File: src/rtl/tdm_arb_pkg.sv
package tdm_arb_pkg;
  typedef enum logic {
    CFG_SLOT  = 1'b0,
    CFG_BURST = 1'b1
  } cfg_kind_e;
endpackage

File: src/rtl/tdm_slot_table.sv
module tdm_slot_table #(
  parameter int N_CLIENTS = 15,
  parameter int N_SLOTS   = 64,
  parameter int CLIENT_W  = 4,
  parameter int SLOT_W    = 6
) (
  input  logic                clk_i,
  input  logic                rst_ni,
  input  logic                we_i,
  input  logic [SLOT_W-1:0]   waddr_i,
  input  logic [CLIENT_W-1:0] wdata_i,
  input  logic [SLOT_W-1:0]   raddr_i,
  output logic [CLIENT_W-1:0] rdata_o
);
  logic [CLIENT_W-1:0] mem_q [N_SLOTS];

  always_ff @(posedge clk_i or negedge rst_ni) begin
    if (!rst_ni) begin
      for (int i = 0; i < N_SLOTS; i++) mem_q[i] <= CLIENT_W'(i % N_CLIENTS);
    end else if (we_i) begin
      mem_q[waddr_i] <= wdata_i;
    end
  end

  assign rdata_o = mem_q[raddr_i];
endmodule

File: src/rtl/tdm_burst_cfg.sv
module tdm_burst_cfg #(
  parameter int N_CLIENTS = 15,
  parameter int BURST_W   = 4,
  parameter int BURST_RST = 3,
  parameter int IDX_W     = 6
) (
  input  logic                                clk_i,
  input  logic                                rst_ni,
  input  logic                                we_i,
  input  logic [IDX_W-1:0]                    idx_i,
  input  logic [BURST_W-1:0]                  data_i,
  output logic [N_CLIENTS-1:0][BURST_W-1:0]   lim_o
);
  for (genvar c = 0; c < N_CLIENTS; c++) begin : g_lim
    always_ff @(posedge clk_i or negedge rst_ni) begin
      if (!rst_ni)                             lim_o[c] <= BURST_W'(BURST_RST);
      else if (we_i && idx_i == IDX_W'(c))     lim_o[c] <= data_i;
    end
  end
endmodule

File: src/rtl/tdm_lane.sv
module tdm_lane #(
  parameter int N_CLIENTS = 15,
  parameter int N_SLOTS   = 64,
  parameter int CLIENT_W  = 4,
  parameter int SLOT_W    = 6,
  parameter int BURST_W   = 4
) (
  input  logic                              clk_i,
  input  logic                              rst_ni,
  input  logic [N_CLIENTS-1:0]              req_i,
  input  logic [CLIENT_W-1:0]               entry_i,
  input  logic [N_CLIENTS-1:0][BURST_W-1:0] lim_i,
  output logic [SLOT_W-1:0]                 ptr_o,
  output logic [N_CLIENTS-1:0]              gnt_o
);
  logic                busy_q;
  logic [CLIENT_W-1:0] own_q;
  logic [BURST_W-1:0]  cnt_q;
  logic [SLOT_W-1:0]   ptr_q, ptr_nxt;
  logic [N_CLIENTS-1:0] ent_oh, own_oh;
  logic [CLIENT_W-1:0] low, win;
  logic [BURST_W-1:0]  lim_sel;
  logic                owner_hit, own_req;

  always_comb begin
    low     = '0;
    lim_sel = '0;
    for (int c = N_CLIENTS - 1; c >= 0; c--) begin
      ent_oh[c] = (entry_i == CLIENT_W'(c));
      own_oh[c] = (own_q == CLIENT_W'(c));
      if (req_i[c]) low = CLIENT_W'(c);
      if (own_oh[c]) lim_sel = lim_i[c];
    end
  end

  assign owner_hit = |(ent_oh & req_i);
  assign own_req   = |(own_oh & req_i);
  assign win       = owner_hit ? entry_i : low;
  assign ptr_nxt   = (ptr_q == SLOT_W'(N_SLOTS - 1)) ? '0 : ptr_q + SLOT_W'(1);

  always_ff @(posedge clk_i or negedge rst_ni) begin
    if (!rst_ni) begin
      busy_q <= 1'b0;
      own_q  <= '0;
      cnt_q  <= '0;
      ptr_q  <= '0;
    end else if (!busy_q) begin
      if (|req_i) begin
        busy_q <= 1'b1;
        own_q  <= win;
        cnt_q  <= '0;
      end else begin
        ptr_q  <= ptr_nxt;
      end
    end else if (!own_req || cnt_q == lim_sel) begin
      busy_q <= 1'b0;
      ptr_q  <= ptr_nxt;
    end else begin
      cnt_q  <= cnt_q + BURST_W'(1);
    end
  end

  assign ptr_o = ptr_q;
  assign gnt_o = busy_q ? own_oh : '0;
endmodule

File: src/rtl/tdm_slot_arb.sv
module tdm_slot_arb
  import tdm_arb_pkg::*;
#(
  parameter int N_CLIENTS = 15,
  parameter int N_SLOTS   = 64,
  parameter int N_REGIONS = 2,
  parameter int BURST_W   = 4,
  parameter int BURST_RST = 3,
  localparam int SLOT_W   = $clog2(N_SLOTS),
  localparam int CLIENT_W = $clog2(N_CLIENTS + 1),
  localparam int RGN_W    = (N_REGIONS > 1) ? $clog2(N_REGIONS) : 1,
  localparam int DATA_W   = (CLIENT_W > BURST_W) ? CLIENT_W : BURST_W
) (
  input  logic                         clk_i,
  input  logic                         rst_ni,
  input  logic [N_CLIENTS-1:0]         req_i,
  input  logic [N_CLIENTS*RGN_W-1:0]   req_rgn_i,
  output logic [N_CLIENTS-1:0]         gnt_o,
  input  logic                         cfg_we_i,
  input  logic                         cfg_kind_i,
  input  logic [RGN_W-1:0]             cfg_rgn_i,
  input  logic [SLOT_W-1:0]            cfg_idx_i,
  input  logic [DATA_W-1:0]            cfg_data_i
);
  cfg_kind_e kind;
  logic [N_CLIENTS-1:0][BURST_W-1:0] lim;
  logic [N_REGIONS-1:0][N_CLIENTS-1:0] lane_req, lane_gnt;

  assign kind = cfg_kind_e'(cfg_kind_i);

  tdm_burst_cfg #(
    .N_CLIENTS(N_CLIENTS), .BURST_W(BURST_W), .BURST_RST(BURST_RST), .IDX_W(SLOT_W)
  ) i_burst_cfg (
    .clk_i (clk_i),
    .rst_ni(rst_ni),
    .we_i  (cfg_we_i && kind == CFG_BURST),
    .idx_i (cfg_idx_i),
    .data_i(cfg_data_i[BURST_W-1:0]),
    .lim_o (lim)
  );

  for (genvar r = 0; r < N_REGIONS; r++) begin : g_rgn
    logic [SLOT_W-1:0]   ptr;
    logic [CLIENT_W-1:0] entry;

    for (genvar c = 0; c < N_CLIENTS; c++) begin : g_sel
      assign lane_req[r][c] = req_i[c] && (req_rgn_i[c*RGN_W +: RGN_W] == RGN_W'(r));
    end

    tdm_slot_table #(
      .N_CLIENTS(N_CLIENTS), .N_SLOTS(N_SLOTS), .CLIENT_W(CLIENT_W), .SLOT_W(SLOT_W)
    ) i_table (
      .clk_i  (clk_i),
      .rst_ni (rst_ni),
      .we_i   (cfg_we_i && kind == CFG_SLOT && cfg_rgn_i == RGN_W'(r)),
      .waddr_i(cfg_idx_i),
      .wdata_i(cfg_data_i[CLIENT_W-1:0]),
      .raddr_i(ptr),
      .rdata_o(entry)
    );

    tdm_lane #(
      .N_CLIENTS(N_CLIENTS), .N_SLOTS(N_SLOTS), .CLIENT_W(CLIENT_W),
      .SLOT_W(SLOT_W), .BURST_W(BURST_W)
    ) i_lane (
      .clk_i  (clk_i),
      .rst_ni (rst_ni),
      .req_i  (lane_req[r]),
      .entry_i(entry),
      .lim_i  (lim),
      .ptr_o  (ptr),
      .gnt_o  (lane_gnt[r])
    );
  end

  always_comb begin
    gnt_o = '0;
    for (int r = 0; r < N_REGIONS; r++) gnt_o |= lane_gnt[r];
  end
endmodule

File: config.mk
export PLATFORM = sky130hd
export DESIGN_NAME = tdm_slot_arb
export DESIGN_NICKNAME = d
export VERILOG_FILES = /design/src/rtl/tdm_arb_pkg.sv /design/src/rtl/tdm_slot_table.sv /design/src/rtl/tdm_burst_cfg.sv /design/src/rtl/tdm_lane.sv /design/src/rtl/tdm_slot_arb.sv
export SDC_FILE = /design/constraint.sdc
export NUM_CORES = 1
export LEC_CHECK = 0
export BUFFER_PORTS_ARGS = -buffer_cell sky130_fd_sc_hd__buf_2
export CORE_MARGIN = 2
export CORE_UTILIZATION = 50
export DETAILED_ROUTE_END_ITERATION = 6
export HOLD_SLACK_MARGIN = 0.03
export PLACE_DENSITY = 0.68
export SYNTH_ARGS = -nofsm -noshare
export SYNTH_HDL_FRONTEND = slang
export SYNTH_HIERARCHICAL = 1
export SYNTH_SLANG_ARGS = --single-unit
File: constraint.sdc
create_clock -name clk_i -period 3.5 [get_ports clk_i]
set_input_delay 0.35 -clock clk_i [delete_from_list [all_inputs] [get_ports clk_i]]
set_output_delay 0.35 -clock clk_i [all_outputs]
set_load 0.01 [all_outputs]
* Word-level counts from Yosys, hierarchy flattened
Index checks and enable logic that the tools add are counted.
** Storage, ports and cells
- Bits in registers :: 602
- Word-level logic and storage cells :: 433
** Cells by class
- Add/sub/neg operators :: 4
- Magnitude comparators :: 4
- Eq/ne operators :: 80
- Mux-type cells :: 94
- Bitwise logic cells :: 27
- Reduce and logical (&&, ||, !) cells :: 73
** Operators by type and width (number)
- 256-bit bitwise mux :: 2
- 4-bit two-way mux :: 73
- 4-bit equality test (second input constant) :: 28
- 15-bit OR reduction :: 6
- 4-bit by 3-bit equality test with 1-bit output (second input constant) :: 16
- 15-bit AND :: 4
- 1-bit logical AND :: 50
- 4-bit binary-select mux with 6-bit select :: 2
- 6-bit two-way mux :: 8
- 6-bit by 4-bit equality test with 1-bit output (second input constant) :: 7
- 4-bit by 2-bit equality test with 1-bit output (second input constant) :: 8
- 15-bit two-way mux :: 2
- 4-bit demux with 6-bit select :: 1
- 6-bit by 3-bit equality test with 1-bit output (second input constant) :: 4
- 7-bit >= comparator (second input constant) :: 3
- 6-bit NOT with 7-bit output :: 3
- 1-bit NOT :: 19
- 4-bit by 1-bit equality test with 1-bit output (second input constant) :: 4
- 4-bit logical NOT :: 4
- 15-bit OR :: 1
- 6-bit by 1-bit adder with 6-bit output (second input constant) :: 2
- 6-bit by 2-bit equality test with 1-bit output (second input constant) :: 2
- 6-bit equality test (second input constant) :: 2
- 2-bit AND reduction :: 6
- 11 further kinds :: 25

* Logic depth before layout (Yosys ltp)
Gate-level depths: netlist of run 1.
- Word-level depth :: 20
- Depth in mapped cells :: 17
- Gate-level depth less buffers :: 12

* Cells and area by module
The synthesis of run 1 kept the hierarchy.
** By module, submodules not included
- tdm_slot_table :: times used 2, cells each 797, area an instance 12135.4 sq um, sequential area each 6551.3 sq um
- tdm_burst_cfg :: times used 1, cells each 146, area an instance 2397.3 sq um, sequential area each 1539.0 sq um
- tdm_lane at g_rgn[0].i_lane :: times used 1, cells each 283, area an instance 2145.8 sq um, sequential area each 375.4 sq um
- tdm_lane at g_rgn[1].i_lane :: times used 1, cells each 279, area an instance 2100.8 sq um, sequential area each 375.4 sq um
- tdm_slot_arb :: times used 1, cells each 48, area an instance 310.3 sq um, sequential area each 0.0 sq um

* Worst setup path before layout of run 1
Ideal clock, no wire load.
- Path kind :: flip-flop to flip-flop
- Start point :: reg g_rgn[0].i_lane.ptr_q[1]
- End point :: reg g_rgn[0].i_lane.own_q[1]
- Library setup time :: 82 ps
- Data arrival time :: 3538 ps
- Setup slack :: -120 ps
- Stages on the path, launching flop included :: 15
- Path buffers :: 4
- Period minus slack after synthesis :: 3620 ps
- Cells stage by stage :: dfrtp_1 -> buf_6 -> buf_4 -> buf_4 -> mux4_2 -> o22ai_1 -> nor4_1 -> o311ai_0 -> nand3_1 -> clkbuf_1 -> mux4_2 -> o211ai_1 -> o21ai_0 -> or4_1 -> a31oi_1
** Between the ends
- Cells in the longest elaborated chain, start to end :: 8
- Elaborated cells between the ends (all ways) :: 22
** RTL lines
- from (decl) :: RTL line tdm_lane.sv:19 : logic [SLOT_W-1:0] ptr_q, ptr_nxt;
- from (signal assigned) :: RTL line tdm_lane.sv:53 : ptr_q <= ptr_nxt;
- from (signal assigned) :: RTL line tdm_lane.sv:57 : ptr_q <= ptr_nxt;
- 6-bit NOT with 7-bit output (implied by the code) (*) :: RTL line tdm_slot_table.sv:25 : assign rdata_o = mem_q[raddr_i];
- 4-bit binary-select mux with 6-bit select (*) :: RTL line tdm_slot_table.sv:25
- 4-bit two-way mux (implied by the code) (*) (2 in series) :: RTL line tdm_slot_table.sv:25
- via g_rgn[0].entry[0] :: RTL line tdm_slot_arb.sv:44 : logic [CLIENT_W-1:0] entry;
- 4-bit by 1-bit equality test with 1-bit output (tied with other cells) :: RTL line tdm_lane.sv:29 : ent_oh[c] = (entry_i == CLIENT_W'(c));
- 15-bit AND (*) :: RTL line tdm_lane.sv:36 : assign owner_hit = |(ent_oh & req_i);
- 15-bit OR reduction (*) :: RTL line tdm_lane.sv:36
- 4-bit two-way mux (*) :: RTL line tdm_lane.sv:38 : assign win = owner_hit ? entry_i : low;
- to (signal assigned) :: RTL line tdm_lane.sv:50 : own_q <= win;
- to (decl) :: RTL line tdm_lane.sv:17 : logic [CLIENT_W-1:0] own_q;
The timed path passes the listed nets; every way through them passes the cells marked *. The select of a mux whose other input is x is not followed.
A chain may end at the register's enable or synchronous reset.

* Final worst setup path of run 1
- Start point :: reg g_rgn[1].i_lane.ptr_q[1]
- End point :: reg g_rgn[1].i_lane.own_q[1]
** Between the ends
- Cells in the longest elaborated chain, start to end :: 8
- Elaborated cells between the ends (all ways) :: 22
** RTL lines (RTL line)
- from (decl) :: tdm_lane.sv:19
- from (signal assigned) :: tdm_lane.sv:53
- from (signal assigned) :: tdm_lane.sv:57
- 6-bit NOT with 7-bit output (implied by the code) (*) :: tdm_slot_table.sv:25
- 4-bit binary-select mux with 6-bit select (*) :: tdm_slot_table.sv:25
- 4-bit two-way mux (implied by the code) (*) (2 in series) :: tdm_slot_table.sv:25
- via g_rgn[1].entry[0] :: tdm_slot_arb.sv:44
- 4-bit by 1-bit equality test with 1-bit output (tied with other cells) :: tdm_lane.sv:29
- 15-bit AND (*) :: tdm_lane.sv:36
- 15-bit OR reduction (*) :: tdm_lane.sv:36
- 4-bit two-way mux (*) :: tdm_lane.sv:38
- to (signal assigned) :: tdm_lane.sv:50
- to (decl) :: tdm_lane.sv:17
Marked as above.

==> results_tabular.tex, run 1 <==
\begin{tabular}{lr}
\hline
Metric & Value \\
\hline
\multicolumn{2}{l}{\textbf{Power}} \\
Final Total Pwr & 24.5 mW \\
Share of power burned in the clock network & 30.1\% \\
Leak Pwr & 15.9 nW \\
Seq pwr share & 33.5\% \\
NetSw & 8.21 mW \\
Maximum vdd drop & 0.421 mV \\
Pwr Density & 678 nW/um\^{}2 \\
Switching fraction of total power & 33.5\% \\
Int Pwr & 16.3 mW \\
Fraction of power consumed by combinational cells & 36.4\% \\
\multicolumn{2}{l}{\textbf{Timing}} \\
Highest achievable clock rate & 290 MHz \\
Final setup violating endpoints & 0 \\
Max-slew headroom at the worst pin & 32.2\% \\
Final period utilization & 98.6\% \\
Post-layout minimum cycle time & 3.45 ns \\
Slew at the pin closest to its max-slew limit & 1.02 ns \\
Final-layout setup total negative slack & 0 ns \\
Setup repair after global routing missed its margin & true \\
Final Max Slew Viols & 0 \\
Clk\_skew & 0.0270 ns \\
Endpoints failing hold & 0 \\
\multicolumn{2}{l}{\textbf{Clock tree}} \\
Max H-tree Level & 3 \\
Clock insertion delay at the later pin of the skew report & 0.61 ns \\
CTS root buffer & sky130\_fd\_sc\_hd\_\_clkbuf\_16 \\
Maximum count of clock buffers along a single path & 3 \\
Number of clock sinks & 602 \\
TritonCTS clock tree & built \\
TritonCTS buffer count & 68 \\
Clock transition at the register clock pins on the worst setup and hold paths after CTS & 0.06 ns \\
\multicolumn{2}{l}{\textbf{Route}} \\
Detailed-routing iteration count for the pre-antenna-repair pass & 7 \\
DR vias/cell & 6.21 \\
Aggregate routed wire length & 84.7 mm \\
Number of nets with antenna violations after routing & 0 \\
Per-cell routed wire length & 25.0 um \\
Overall via count from detail\_route & 21,000 \\
Number of remaining DRC errors & 1 \\
Detailed Route Iter0 Violations & 1,890 \\
\multicolumn{2}{l}{\textbf{Die}} \\
Boundary Pins & 60 \\
Die Y-Extent & 254 um \\
Full die area & 64,500 um\^{}2 \\
Placeable core area & 61,700 um\^{}2 \\
Horiz. Die Dim & 254 um \\
Site Rows & 91 \\
Initial cell density of the core & 50.6\% \\
\multicolumn{2}{l}{\textbf{Synthesis}} \\
Most instantiated flip-flop cell in the synthesis netlist & sky130\_fd\_sc\_hd\_\_dfrtp\_1 \\
Seq/Total Area, Yosys & 49.3\% \\
Share of the synthesized area in the top cell type & 27.2\% \\
Number of warnings printed during yosys synthesis & 6 \\
Syn avg cell area & 13.3 um\^{}2 \\
Post-synthesis cell type count & 92 \\
Post-synth ARST share & 100\% \\
Synthesized instance count & 2,350 \\
Post-synth top area cell & sky130\_fd\_sc\_hd\_\_dfrtp\_1 \\
\#FFs+latches synth & 602 \\
Number of flops mapped to enable cells by yosys & 0 \\
Number of nets in the synthesized netlist & 2,399 \\
Summed instance area of the synthesized netlist & 31,200 um\^{}2 \\
Cell types occupying the most area after synthesis & sky130\_fd\_sc\_hd\_\_dfrtp\_1, sky130\_fd\_sc\_hd\_\_dfstp\_2, sky130\_fd\_sc\_hd\_\_mux2\_2, sky130\_fd\_sc\_hd\_\_mux4\_2, sky130\_fd\_sc\_hd\_\_nand2\_1 \\
\multicolumn{2}{l}{\textbf{Critical path}} \\
Crit-path max cell delay & 0.58 ns \\
Chain of cells forming the critical path & buf\_12 -> mux4\_1 -> mux2i\_2 -> a211oi\_2 -> o21ai\_1 -> nand3\_2 -> buf\_6 -> mux4\_2 -> o211ai\_1 -> o21ai\_1 -> or4\_1 -> a31oi\_1 \\
Critical Path Start Type & flip-flop \\
Combined buffer and inverter count along the critical path & 2 \\
CP delay by family, top & multiplexers \\
Worst setup path class & flip-flop to flip-flop \\
Crit path arrival time & 3.98 ns \\
Critical Path RT & 4.03 ns \\
Most used cell, CP & sky130\_fd\_sc\_hd\_\_o21ai\_1 \\
Maximum fanout along the worst path & 10 \\
Endpoint type of the worst setup path & flip-flop \\
Crit path max-delay cell type & sky130\_fd\_sc\_hd\_\_mux4\_1 \\
\multicolumn{2}{l}{\textbf{Run status}} \\
Outcome & complete, but fails checks \\
Violated checks & design-rule violations \\
\multicolumn{2}{l}{\textbf{Global routing}} \\
Pin count of the biggest net entering global routing & 144 \\
Via count of the first global-routing pass & 21,900 \\
Overall Global Routing Usage & 26.5\% \\
Wire length of the first global-routing pass & 131 mm \\
Number of antenna violations at the first check in global routing & 2 \\
Overflow left after global routing & 0 \\
\multicolumn{2}{l}{\textbf{Place}} \\
Cell count after placement & 3,245 \\
Buffers added on ports & 59 \\
Post-detailed-placement half-perimeter wirelength & 57.4 mm \\
Routability congestion estimate & 0.912 \\
\multicolumn{2}{l}{\textbf{Flow run}} \\
Count of max-cap constraint violations & 0 \\
\multicolumn{2}{l}{\textbf{Cells and area}} \\
Highest-count cells in the layout ignoring fill and taps & sky130\_fd\_sc\_hd\_\_mux2\_2, sky130\_fd\_sc\_hd\_\_dfrtp\_1, sky130\_fd\_sc\_hd\_\_dfstp\_2 \\
Count of nets after finishing & 2,545 \\
Most common cell after layout, fill and taps aside & sky130\_fd\_sc\_hd\_\_mux2\_2 \\
Layout overhead on the synthesized area & 15.6\% \\
Fraction of final layout cells with drive strength greater than 1 & 54.1\% \\
Final non-filler cell total & 3,389 \\
\multicolumn{2}{l}{\textbf{Worst hold path}} \\
Worst min-delay path class & primary input to flip-flop \\
\hline
\end{tabular}
[cell usage after synthesis (all sizes together) (4+ instances only)]
cell type	instances
and3b	12
nor4	19
o21ai	45
nor3b	16
o311ai	13
nand3	37
and2	17
mux2i	46
a22oi	6
buf	81
o211ai	8
o21bai	5
a221oi	5
dfrtp	340
or2	20
or4	5
o31ai	6
inv	19
nor2b	47
nand2b	20
or3b	8
nor3	23
o22ai	29
and3	13
o21a	5
a211oi	19
nand3b	13
ha	4
nor2	121
a31oi	18
nand2	139
a21oi	36
dfstp	262
a211o	9
mux2	588
or3	6
xor2	7
o221ai	6
nand4	12
clkbuf	78
a32oi	4
mux4	138
a21o	7
[logic make-up (layout without fill, tap and decap cells)]
logic type | count (synthesis) | count (layout) | synth area share [%]
buf+inv | 179 | 380 | 2.82
fa+ha+maj | 4 | 4 | 0.160
compound gates | 247 | 247 | 5.53
flops | 602 | 602 | 49.3
xor+xnor | 8 | 8 | 0.224
other cells | 0 | 1 | 0
simple gates | 538 | 538 | 9.09
mux | 772 | 772 | 32.9
[worst min-delay path: stages]
cell and delay, ns:
sky130_fd_sc_hd__buf_2 0.09, sky130_fd_sc_hd__nor2b_1 0.09, sky130_fd_sc_hd__o21ai_0 0.23, sky130_fd_sc_hd__a31oi_1 0.10
[repair_timing]
item / 4_1_cts / 5_1_grt
hold endpoints to repair: 52 / 0
setup buffers: 13 / 1
resized for setup: 14 / 52
hold buffers: 1 / 0
endpoints found under the setup margin: 4 / 6
pin swaps: 7 / 19
cloned: 1 / 2
[final timing paths]
kind / startpoint / to / slack, ns / cells past startpoint
setup / recovery: g_rgn[1].i_lane/ptr_o[1] / g_rgn[1].i_lane/own_q[1] / 0.05 / 12
hold / removal: req_rgn_i[1] / g_rgn[0].i_lane/own_q[0] / 0.29 / 4
setup reg to reg: g_rgn[1].i_lane/ptr_o[1] / g_rgn[1].i_lane/own_q[1] / 0.05 / 12
hold reg to reg: g_rgn[0].i_table/mem_q[187] / g_rgn[0].i_table/mem_q[187] / 0.50 / 1
max in group asynchronous: rst_ni / g_rgn[1].i_table/mem_q[54] / 2.02 / 3
min in group asynchronous: rst_ni / g_rgn[1].i_table/mem_q[9] / 0.47 / 2
[power groups by stage]
| stage | logic, mW | clock network [mW] | registers (mW) |
|---|---|---|---|
| floorplan | 5.43 | 0 | 7.93 |
| global placement | 7.95 | 0 | 8.32 |
| detailed placement | 8.07 | 0 | 8.35 |
| CTS | 8.47 | 7.53 | 8.17 |
| global route | 9.43 | 7.79 | 8.26 |
| finish | 8.90 | 7.37 | 8.20 |
[layout make-up]
type                            instances  area (um^2)
Fill cell                            4815        25600
Sequential cell                       602        15400
Multi-Input combinational cell       1569        15100
Timing Repair Buffer                  235         2070
Clock buffer                          104         2060
Tap cell                              837         1050
Clock inverter                         21          279
Inverter                               20         75.1
Antenna cell                            1         2.50
[sequential cells by signal, summed over array words and instances (netlist names)]
signal / cells
g_rgn.i_table/mem_q: 512
i_burst_cfg/lim_o: 60
g_rgn.i_lane/ptr_o: 12
g_rgn.i_lane/cnt_q: 8
g_rgn.i_lane/own_q: 8
g_rgn.i_lane/busy_q: 2
[per-layer routing]
metal | part of all wire [%] | vias to the layer above | global-route usage [%]
li1 | - | 9121 | -
met1 | 44 | 11000 | 37.5
met2 | 46 | 748 | 41.5
met3 | 6.4 | 194 | 4.27
met4 | 3.5 | 0 | 9.43
met5 | 0 | - | 0
[stage by stage]
stage	worst slack [ns]	area, um^2	hold slack [ns]	util [%]
after global placement	-0.213	33300	0.479	53.9
after floorplan	0.0577	31200	0.0544	-
after global routing	-0.109	36100	0.299	58.5
after detailed placement	-0.192	33300	0.488	53.9
final	0.0475	36100	0.291	58.5
after CTS	0.00180	35800	0.231	58.1
(Power assumes the default switching activity.)
==> inputs of run 2 (changes only) <==
Settings changed: CORE_UTILIZATION 50 to 40, PLACE_DENSITY 0.68 to default.
==> results_tabular.tex, run 2 (same netlist as run 1, synthesis figures left out) <==
\begin{tabular}{lr}
\hline
Metric & Value \\
\hline
\multicolumn{2}{l}{\textbf{Critical path}} \\
Endpoint type of the worst setup path & flip-flop (unchanged) \\
Worst setup path class & flip-flop to flip-flop (unchanged) \\
Maximum fanout along the worst path & 7 (was 10) \\
Crit path arrival time & 4.12 ns (was 3.98 ns) \\
Critical Path Start Type & flip-flop (unchanged) \\
Critical Path RT & 4.03 ns (about the same) \\
\multicolumn{2}{l}{\textbf{Place}} \\
Setup slack at placement & -0.295 ns (was -0.192 ns) \\
Cell count after placement & 3,444 (was 3,245) \\
Area after DPL & 33,400 um\^{}2 (was 33,300 um\^{}2) \\
Post-detailed-placement half-perimeter wirelength & 59.0 mm (was 57.4 mm) \\
Routability congestion estimate & 0.918 (was 0.912) \\
Buffers added on ports & 59 (unchanged) \\
\multicolumn{2}{l}{\textbf{Power}} \\
Share of power burned in the clock network & 29.7\% (was 30.1\%) \\
Pwr Density & 670 nW/um\^{}2 (was 678 nW/um\^{}2) \\
NetSw & 8.24 mW (was 8.21 mW) \\
Fraction of power consumed by combinational cells & 36.4\% (about the same) \\
Int Pwr & 16.0 mW (was 16.3 mW) \\
Final Total Pwr & 24.2 mW (was 24.5 mW) \\
Seq pwr share & 33.9\% (was 33.5\%) \\
Leak Pwr & 15.8 nW (was 15.9 nW) \\
Switching fraction of total power & 34.0\% (was 33.5\%) \\
Maximum vdd drop & 0.385 mV (was 0.421 mV) \\
\multicolumn{2}{l}{\textbf{Route}} \\
Detailed Route Iter0 Violations & 1,607 (was 1,890) \\
Overall via count from detail\_route & 20,800 (was 21,000) \\
Per-cell routed wire length & 24.0 um (was 25.0 um) \\
Number of remaining DRC errors & 0 (was 1) \\
Number of nets with antenna violations after routing & 0 (unchanged) \\
DR vias/cell & 5.78 (was 6.21) \\
Aggregate routed wire length & 86.3 mm (was 84.7 mm) \\
Detailed-routing iteration count for the pre-antenna-repair pass & 5 (was 7) \\
\multicolumn{2}{l}{\textbf{Cells and area}} \\
Ant. Diodes & 0 (was 1) \\
Share of the core filled with cells & 46.7\% (was 58.5\%) \\
Register with the most flip-flops & g\_rgn.i\_table/mem\_q (unchanged) \\
Most common cell after layout, fill and taps aside & sky130\_fd\_sc\_hd\_\_mux2\_2 (unchanged) \\
Highest-count cells in the layout ignoring fill and taps & sky130\_fd\_sc\_hd\_\_mux2\_2, sky130\_fd\_sc\_hd\_\_dfrtp\_1, sky130\_fd\_sc\_hd\_\_dfstp\_2 (unchanged) \\
Max FFs per register & 512 (unchanged) \\
Multi-input logic area & 15,100 um\^{}2 (about the same) \\
Final non-filler cell total & 3,599 (was 3,389) \\
Sequential cell area & 15,400 um\^{}2 (about the same) \\
Fraction of final layout cells with drive strength greater than 1 & 54.1\% (about the same) \\
Design area & 36,100 um\^{}2 (about the same) \\
Final-layout fill cell count & 6,932 (was 4,815) \\
Count of nets after finishing & 2,554 (was 2,545) \\
Layout overhead on the synthesized area & 15.7\% (was 15.6\%) \\
\multicolumn{2}{l}{\textbf{Die}} \\
Site Rows & 102 (was 91) \\
Horiz. Die Dim & 283 um (was 254 um) \\
Full die area & 80,300 um\^{}2 (was 64,500 um\^{}2) \\
Initial cell density of the core & 40.4\% (was 50.6\%) \\
Die Y-Extent & 283 um (was 254 um) \\
Placeable core area & 77,300 um\^{}2 (was 61,700 um\^{}2) \\
Boundary Pins & 60 (unchanged) \\
\multicolumn{2}{l}{\textbf{Timing}} \\
Slew at the pin closest to its max-slew limit & 0.984 ns (was 1.02 ns) \\
Final setup violating endpoints & 4 (was 0) \\
Post-layout minimum cycle time & 3.60 ns (was 3.45 ns) \\
Endpoints failing hold & 0 (unchanged) \\
Final Max Slew Viols & 0 (unchanged) \\
Highest achievable clock rate & 278 MHz (was 290 MHz) \\
Final-layout setup total negative slack & -0.223 ns (was 0 ns) \\
Worst setup slack after layout & -0.0973 ns (was 0.0475 ns) \\
Setup repair after global routing missed its margin & true (unchanged) \\
Clk\_skew & 0.0256 ns (was 0.0270 ns) \\
Worst-case hold slack & 0.248 ns (was 0.291 ns) \\
Max-slew headroom at the worst pin & 34.4\% (was 32.2\%) \\
Final period utilization & 103\% (was 98.6\%) \\
\multicolumn{2}{l}{\textbf{Global routing}} \\
Via count of the first global-routing pass & 21,800 (was 21,900) \\
Overall Global Routing Usage & 21.4\% (was 26.5\%) \\
Overflow left after global routing & 0 (unchanged) \\
Wire length of the first global-routing pass & 135 mm (was 131 mm) \\
Number of antenna violations at the first check in global routing & 0 (was 2) \\
Pin count of the biggest net entering global routing & 99 (was 144) \\
\multicolumn{2}{l}{\textbf{Clock tree}} \\
TritonCTS buffer count & 69 (was 68) \\
CTS root buffer & sky130\_fd\_sc\_hd\_\_clkbuf\_16 (unchanged) \\
Number of clock sinks & 602 (unchanged) \\
TritonCTS clock tree & built (unchanged) \\
Maximum count of clock buffers along a single path & 3 (unchanged) \\
Clock transition at the register clock pins on the worst setup and hold paths after CTS & 0.06 ns (about the same) \\
Max H-tree Level & 3 (unchanged) \\
Clock insertion delay at the later pin of the skew report & 0.60 ns (was 0.61 ns) \\
\multicolumn{2}{l}{\textbf{Worst hold path}} \\
Worst min-delay path class & primary input to flip-flop (unchanged) \\
\multicolumn{2}{l}{\textbf{Run status}} \\
Outcome & complete, but fails checks (unchanged) \\
Violated checks & negative setup slack (was design-rule violations) \\
\multicolumn{2}{l}{\textbf{Flow run}} \\
Count of max-cap constraint violations & 0 (unchanged) \\
\hline
\end{tabular}
==> run 2: power groups by stage <==
stage | clock network (mW) | logic, mW | registers [mW]
2_1_floorplan | 0 | 5.43 | 7.93
3_3_place_gp | 0 | 7.83 | 8.38
3_5_place_dp | 0 | 7.88 | 8.40
4_1_cts | 7.40 | 8.40 | 8.22
5_1_grt | 7.67 | 9.41 | 8.27
6_report | 7.20 | 8.81 | 8.22
==> run 2: final cells by class <==
type | instances | area share (%)
flip-flops and latches | 602 | 42.6
multi-input cells | 1569 | 41.8
clock buffers | 103 | 5.52
repair buffers | 243 | 5.50
well taps | 1040 | 3.60
clock inverters | 22 | 0.720
inverters | 20 | 0.208
==> run 2: path summary, 6_finish.rpt <==
check | from | endpoint | slack [ns] | depth (start not counted)
max in group asynchronous | rst_ni | g_rgn[1].i_table/mem_q[39] | 2.20 | 3
hold reg to reg | g_rgn[0].i_table/mem_q[246] | g_rgn[0].i_table/mem_q[246] | 0.50 | 1
setup reg to reg | g_rgn[0].i_lane/ptr_o[1] | g_rgn[0].i_lane/own_q[1] | -0.1 | 13
min in group asynchronous | rst_ni | g_rgn[0].i_table/mem_q[81] | 0.36 | 2
hold / removal | req_rgn_i[1] | g_rgn[0].i_lane/own_q[0] | 0.25 | 4
setup / recovery | g_rgn[0].i_lane/ptr_o[1] | g_rgn[0].i_lane/own_q[1] | -0.1 | 13
==> run 2: what timing repair did <==
action / 4_1_cts / 5_1_grt
pin swaps: 14 / 17
hold endpoints to repair: 33 / 0
resized for setup: 33 / 32
setup buffers: 20 / 9
setup endpoints to repair: 6 / 6
hold buffers: 1 / 0
==> run 2: critical path: stages (launching register included) <==
cell and delay, ns:
sky130_fd_sc_hd__dfrtp_4 0.57, sky130_fd_sc_hd__buf_6 0.18, sky130_fd_sc_hd__buf_6 0.14, sky130_fd_sc_hd__mux4_2 0.22
sky130_fd_sc_hd__o22ai_2 0.11, sky130_fd_sc_hd__nor4_4 0.29, sky130_fd_sc_hd__o311ai_1 0.15, sky130_fd_sc_hd__nand3_1 0.18
sky130_fd_sc_hd__buf_6 0.16, sky130_fd_sc_hd__mux4_2 0.51, sky130_fd_sc_hd__o211ai_1 0.26, sky130_fd_sc_hd__o21ai_1 0.15
sky130_fd_sc_hd__or4_1 0.41, sky130_fd_sc_hd__a31oi_1 0.17
==> run 2: metal layers <==
metal / track usage [%] / up-vias / share of wire [%]
li1: - / 9116 / -
met1: 30.5 / 11000 / 46
met2: 34.3 / 614 / 47
met3: 3.30 / 124 / 5.1
met4: 5.45 / 0 / 2.2
met5: 0 / - / 0
==> inputs of run 3 (changes only) <==
Clock period 3.5 ns to 3 ns, I/O delays scaled along.
==> results_tabular.tex, run 3 (same netlist as run 1, synthesis figures left out) <==
\begin{tabular}{lr}
\hline
Metric & Value \\
\hline
\multicolumn{2}{l}{\textbf{Die}} \\
Placeable core area & 77,300 um\^{}2 (unchanged) \\
Horiz. Die Dim & 283 um (unchanged) \\
Initial cell density of the core & 40.4\% (unchanged) \\
Site Rows & 102 (unchanged) \\
Full die area & 80,300 um\^{}2 (unchanged) \\
Boundary Pins & 60 (unchanged) \\
Die Y-Extent & 283 um (unchanged) \\
\multicolumn{2}{l}{\textbf{Cells and area}} \\
Highest-count cells in the layout ignoring fill and taps & sky130\_fd\_sc\_hd\_\_mux2\_2, sky130\_fd\_sc\_hd\_\_dfrtp\_1, sky130\_fd\_sc\_hd\_\_dfstp\_2 (unchanged) \\
Multi-input logic area & 15,300 um\^{}2 (was 15,100 um\^{}2) \\
Share of the core filled with cells & 48.2\% (was 46.7\%) \\
Final non-filler cell total & 3,702 (was 3,599) \\
Ant. Diodes & 0 (unchanged) \\
Fraction of final layout cells with drive strength greater than 1 & 56.8\% (was 54.1\%) \\
Design area & 37,300 um\^{}2 (was 36,100 um\^{}2) \\
Sequential cell area & 15,400 um\^{}2 (about the same) \\
Layout overhead on the synthesized area & 19.4\% (was 15.7\%) \\
Most common cell after layout, fill and taps aside & sky130\_fd\_sc\_hd\_\_mux2\_2 (unchanged) \\
Register with the most flip-flops & g\_rgn.i\_table/mem\_q (unchanged) \\
Max FFs per register & 512 (unchanged) \\
Count of nets after finishing & 2,658 (was 2,554) \\
Final-layout fill cell count & 6,726 (was 6,932) \\
\multicolumn{2}{l}{\textbf{Power}} \\
Pwr Density & 791 nW/um\^{}2 (was 670 nW/um\^{}2) \\
Maximum vdd drop & 0.413 mV (was 0.385 mV) \\
Leak Pwr & 16.4 nW (was 15.8 nW) \\
\multicolumn{2}{l}{\textbf{Route}} \\
Number of nets with antenna violations after routing & 0 (unchanged) \\
Met3 Wirelength & 5.38 mm (was 4.36 mm) \\
Detailed-routing wirelength on met1 & 39.7 mm (about the same) \\
Detailed Route Iter0 Violations & 1,751 (was 1,607) \\
WL met2 & 41.2 mm (was 40.4 mm) \\
Overall via count from detail\_route & 21,500 (was 20,800) \\
Detailed-routing iteration count for the pre-antenna-repair pass & 5 (unchanged) \\
Aggregate routed wire length & 88.4 mm (was 86.3 mm) \\
DR vias/cell & 5.81 (was 5.78) \\
DR top layer & met4 (unchanged) \\
Per-cell routed wire length & 23.9 um (was 24.0 um) \\
Number of remaining DRC errors & 0 (unchanged) \\
\multicolumn{2}{l}{\textbf{Clock tree}} \\
TritonCTS clock tree & built (unchanged) \\
Number of clock sinks & 602 (unchanged) \\
Clock insertion delay at the later pin of the skew report & 0.62 ns (was 0.60 ns) \\
Maximum count of clock buffers along a single path & 3 (unchanged) \\
Max H-tree Level & 3 (unchanged) \\
CTS root buffer & sky130\_fd\_sc\_hd\_\_clkbuf\_16 (unchanged) \\
TritonCTS buffer count & 69 (unchanged) \\
Clock transition at the register clock pins on the worst setup and hold paths after CTS & 0.06 ns (about the same) \\
\multicolumn{2}{l}{\textbf{Critical path}} \\
Critical Path RT & 3.50 ns (was 4.03 ns) \\
Maximum fanout along the worst path & 6 (was 7) \\
Worst setup path class & flip-flop to flip-flop (unchanged) \\
CP delay by family, top & compound AO/OA/AOI/OAI gates (was simple AND/OR/NAND/NOR gates) \\
Critical Path Start Type & flip-flop (unchanged) \\
Combined buffer and inverter count along the critical path & 4 (was 3) \\
Endpoint type of the worst setup path & flip-flop (unchanged) \\
Crit-path max cell delay & 0.54 ns (was 0.57 ns) \\
Chain of cells forming the critical path & buf\_8 -> buf\_4 -> mux4\_2 -> o21ai\_4 -> a211oi\_4 -> buf\_4 -> o21ai\_2 -> nand3\_2 -> buf\_6 -> mux4\_2 -> o211ai\_1 -> o21ai\_2 -> or4\_1 -> a31oi\_1 (was buf\_6 -> buf\_6 -> mux4\_2 -> o22ai\_2 -> nor4\_4 -> o311ai\_1 -> nand3\_1 -> buf\_6 -> mux4\_2 -> o211ai\_1 -> o21ai\_1 -> or4\_1 -> a31oi\_1) \\
Crit path arrival time & 3.98 ns (was 4.12 ns) \\
Crit path max-delay cell type & sky130\_fd\_sc\_hd\_\_dfrtp\_4 (unchanged) \\
\multicolumn{2}{l}{\textbf{Place}} \\
Buffers added on ports & 59 (unchanged) \\
Post-detailed-placement half-perimeter wirelength & 61.0 mm (was 59.0 mm) \\
Area after DPL & 34,300 um\^{}2 (was 33,400 um\^{}2) \\
Routability congestion estimate & 0.947 (was 0.918) \\
Cell count after placement & 3,552 (was 3,444) \\
\multicolumn{2}{l}{\textbf{Global routing}} \\
Overflow left after global routing & 0 (unchanged) \\
Overall Global Routing Usage & 21.9\% (was 21.4\%) \\
Number of antenna violations at the first check in global routing & 0 (unchanged) \\
Wire length of the first global-routing pass & 138 mm (was 135 mm) \\
Via count of the first global-routing pass & 22,800 (was 21,800) \\
Pin count of the biggest net entering global routing & 93 (was 99) \\
\multicolumn{2}{l}{\textbf{Timing}} \\
Worst-case hold slack & 0.219 ns (was 0.248 ns) \\
Final period utilization & 116\% (was 103\%) \\
Endpoints failing hold & 0 (unchanged) \\
Post-layout minimum cycle time & 3.48 ns (was 3.60 ns) \\
Slew at the pin closest to its max-slew limit & 1.03 ns (was 0.984 ns) \\
Setup repair after global routing missed its margin & true (unchanged) \\
Clk\_skew & 0.0444 ns (was 0.0256 ns) \\
Highest achievable clock rate & 287 MHz (was 278 MHz) \\
Final setup violating endpoints & 8 (was 4) \\
Final-layout setup total negative slack & -2.50 ns (was -0.223 ns) \\
Max-slew headroom at the worst pin & 31.7\% (was 34.4\%) \\
Worst setup slack after layout & -0.482 ns (was -0.0973 ns) \\
Final Max Slew Viols & 0 (unchanged) \\
\multicolumn{2}{l}{\textbf{Run status}} \\
Outcome & complete, but fails checks (unchanged) \\
Violated checks & negative setup slack (unchanged) \\
\multicolumn{2}{l}{\textbf{Worst hold path}} \\
Worst min-delay path class & primary input to flip-flop (unchanged) \\
\multicolumn{2}{l}{\textbf{Flow run}} \\
Count of max-cap constraint violations & 0 (unchanged) \\
\hline
\end{tabular}
run 3: cell types whose count changed in the layout (fill, tap and decap cells not counted), moves of 5 or more:
cell / delta
sky130_fd_sc_hd__buf_4: +95
sky130_fd_sc_hd__o21ai_1: -6
sky130_fd_sc_hd__o21ai_2: +6
sky130_fd_sc_hd__buf_12: +5
sky130_fd_sc_hd__o22ai_4: +5
run 3: path summary, 6_finish.rpt:
| kind | slack [ns] | cells after the start | start | to |
|---|---|---|---|---|
| worst min register to register | 0.50 | 1 | g_rgn[1].i_lane/cnt_q[3] | g_rgn[1].i_lane/cnt_q[3] |
| max in group asynchronous | 1.71 | 3 | rst_ni | g_rgn[1].i_table/mem_q[80] |
| worst min-delay path | 0.22 | 4 | req_rgn_i[1] | g_rgn[0].i_lane/own_q[0] |
| worst max-delay path | -0.48 | 14 | g_rgn[1].i_lane/ptr_o[1] | g_rgn[1].i_lane/own_q[1] |
| min in group asynchronous | 0.31 | 2 | rst_ni | g_rgn[0].i_table/mem_q[70] |
| worst max register to register | -0.48 | 14 | g_rgn[1].i_lane/ptr_o[1] | g_rgn[1].i_lane/own_q[1] |
run 3: layer usage:
metal | up-vias | global-route usage (%)
met1 | 11300 | 31.1
met2 | 714 | 34.8
met3 | 153 | 3.56
met4 | 0 | 6.19
met5 | - | 0
li1 | 9325 | -
run 3: cell type report:
class	instances	share of cell area, %
timing repair buffer	347	7.75
multi-input combinational	1569	41.1
clock inverter	23	0.816
sequential	602	41.3
clock buffer	101	5.33
inverter	20	0.211
tap	1040	3.49
run 3: timing repair:
| action | 4_1_cts | 5_1_grt |
|---|---|---|
| gates resized for setup | 76 | 32 |
| cloned | 1 | 1 |
| hold buffers | 1 | 0 |
| endpoints found under the setup margin | 10 | 19 |
| buffers inserted | 22 | 11 |
| endpoints found under the hold margin | 33 | 0 |
| pin swaps | 25 | 22 |
run 3: through the flow:
stage / setup slack, ns / power, mW
2_1_floorplan: -0.282 / 15.9
3_5_place_dp: -0.768 / 19.8
5_1_grt: -0.649 / 30.8
3_3_place_gp: -0.763 / 19.6
6_report: -0.482 / 29.5
4_1_cts: -0.461 / 29.2
run 3: tightest hold or removal path, cell delays in order:
cell                      delay (ns)
sky130_fd_sc_hd__buf_2          0.09
sky130_fd_sc_hd__nor2b_1        0.10
sky130_fd_sc_hd__o21ai_1        0.18
sky130_fd_sc_hd__a31oi_1        0.09
run 3: power by group:
| part | leakage (nW) | internal [mW] | total, mW | switching (mW) |
|---|---|---|---|---|
| logic | 7.90 | 5.59 | 11.4 | 5.77 |
| clock network | 1.13 | 5.13 | 8.55 | 3.41 |
| registers | 7.34 | 8.86 | 9.56 | 0.697 |
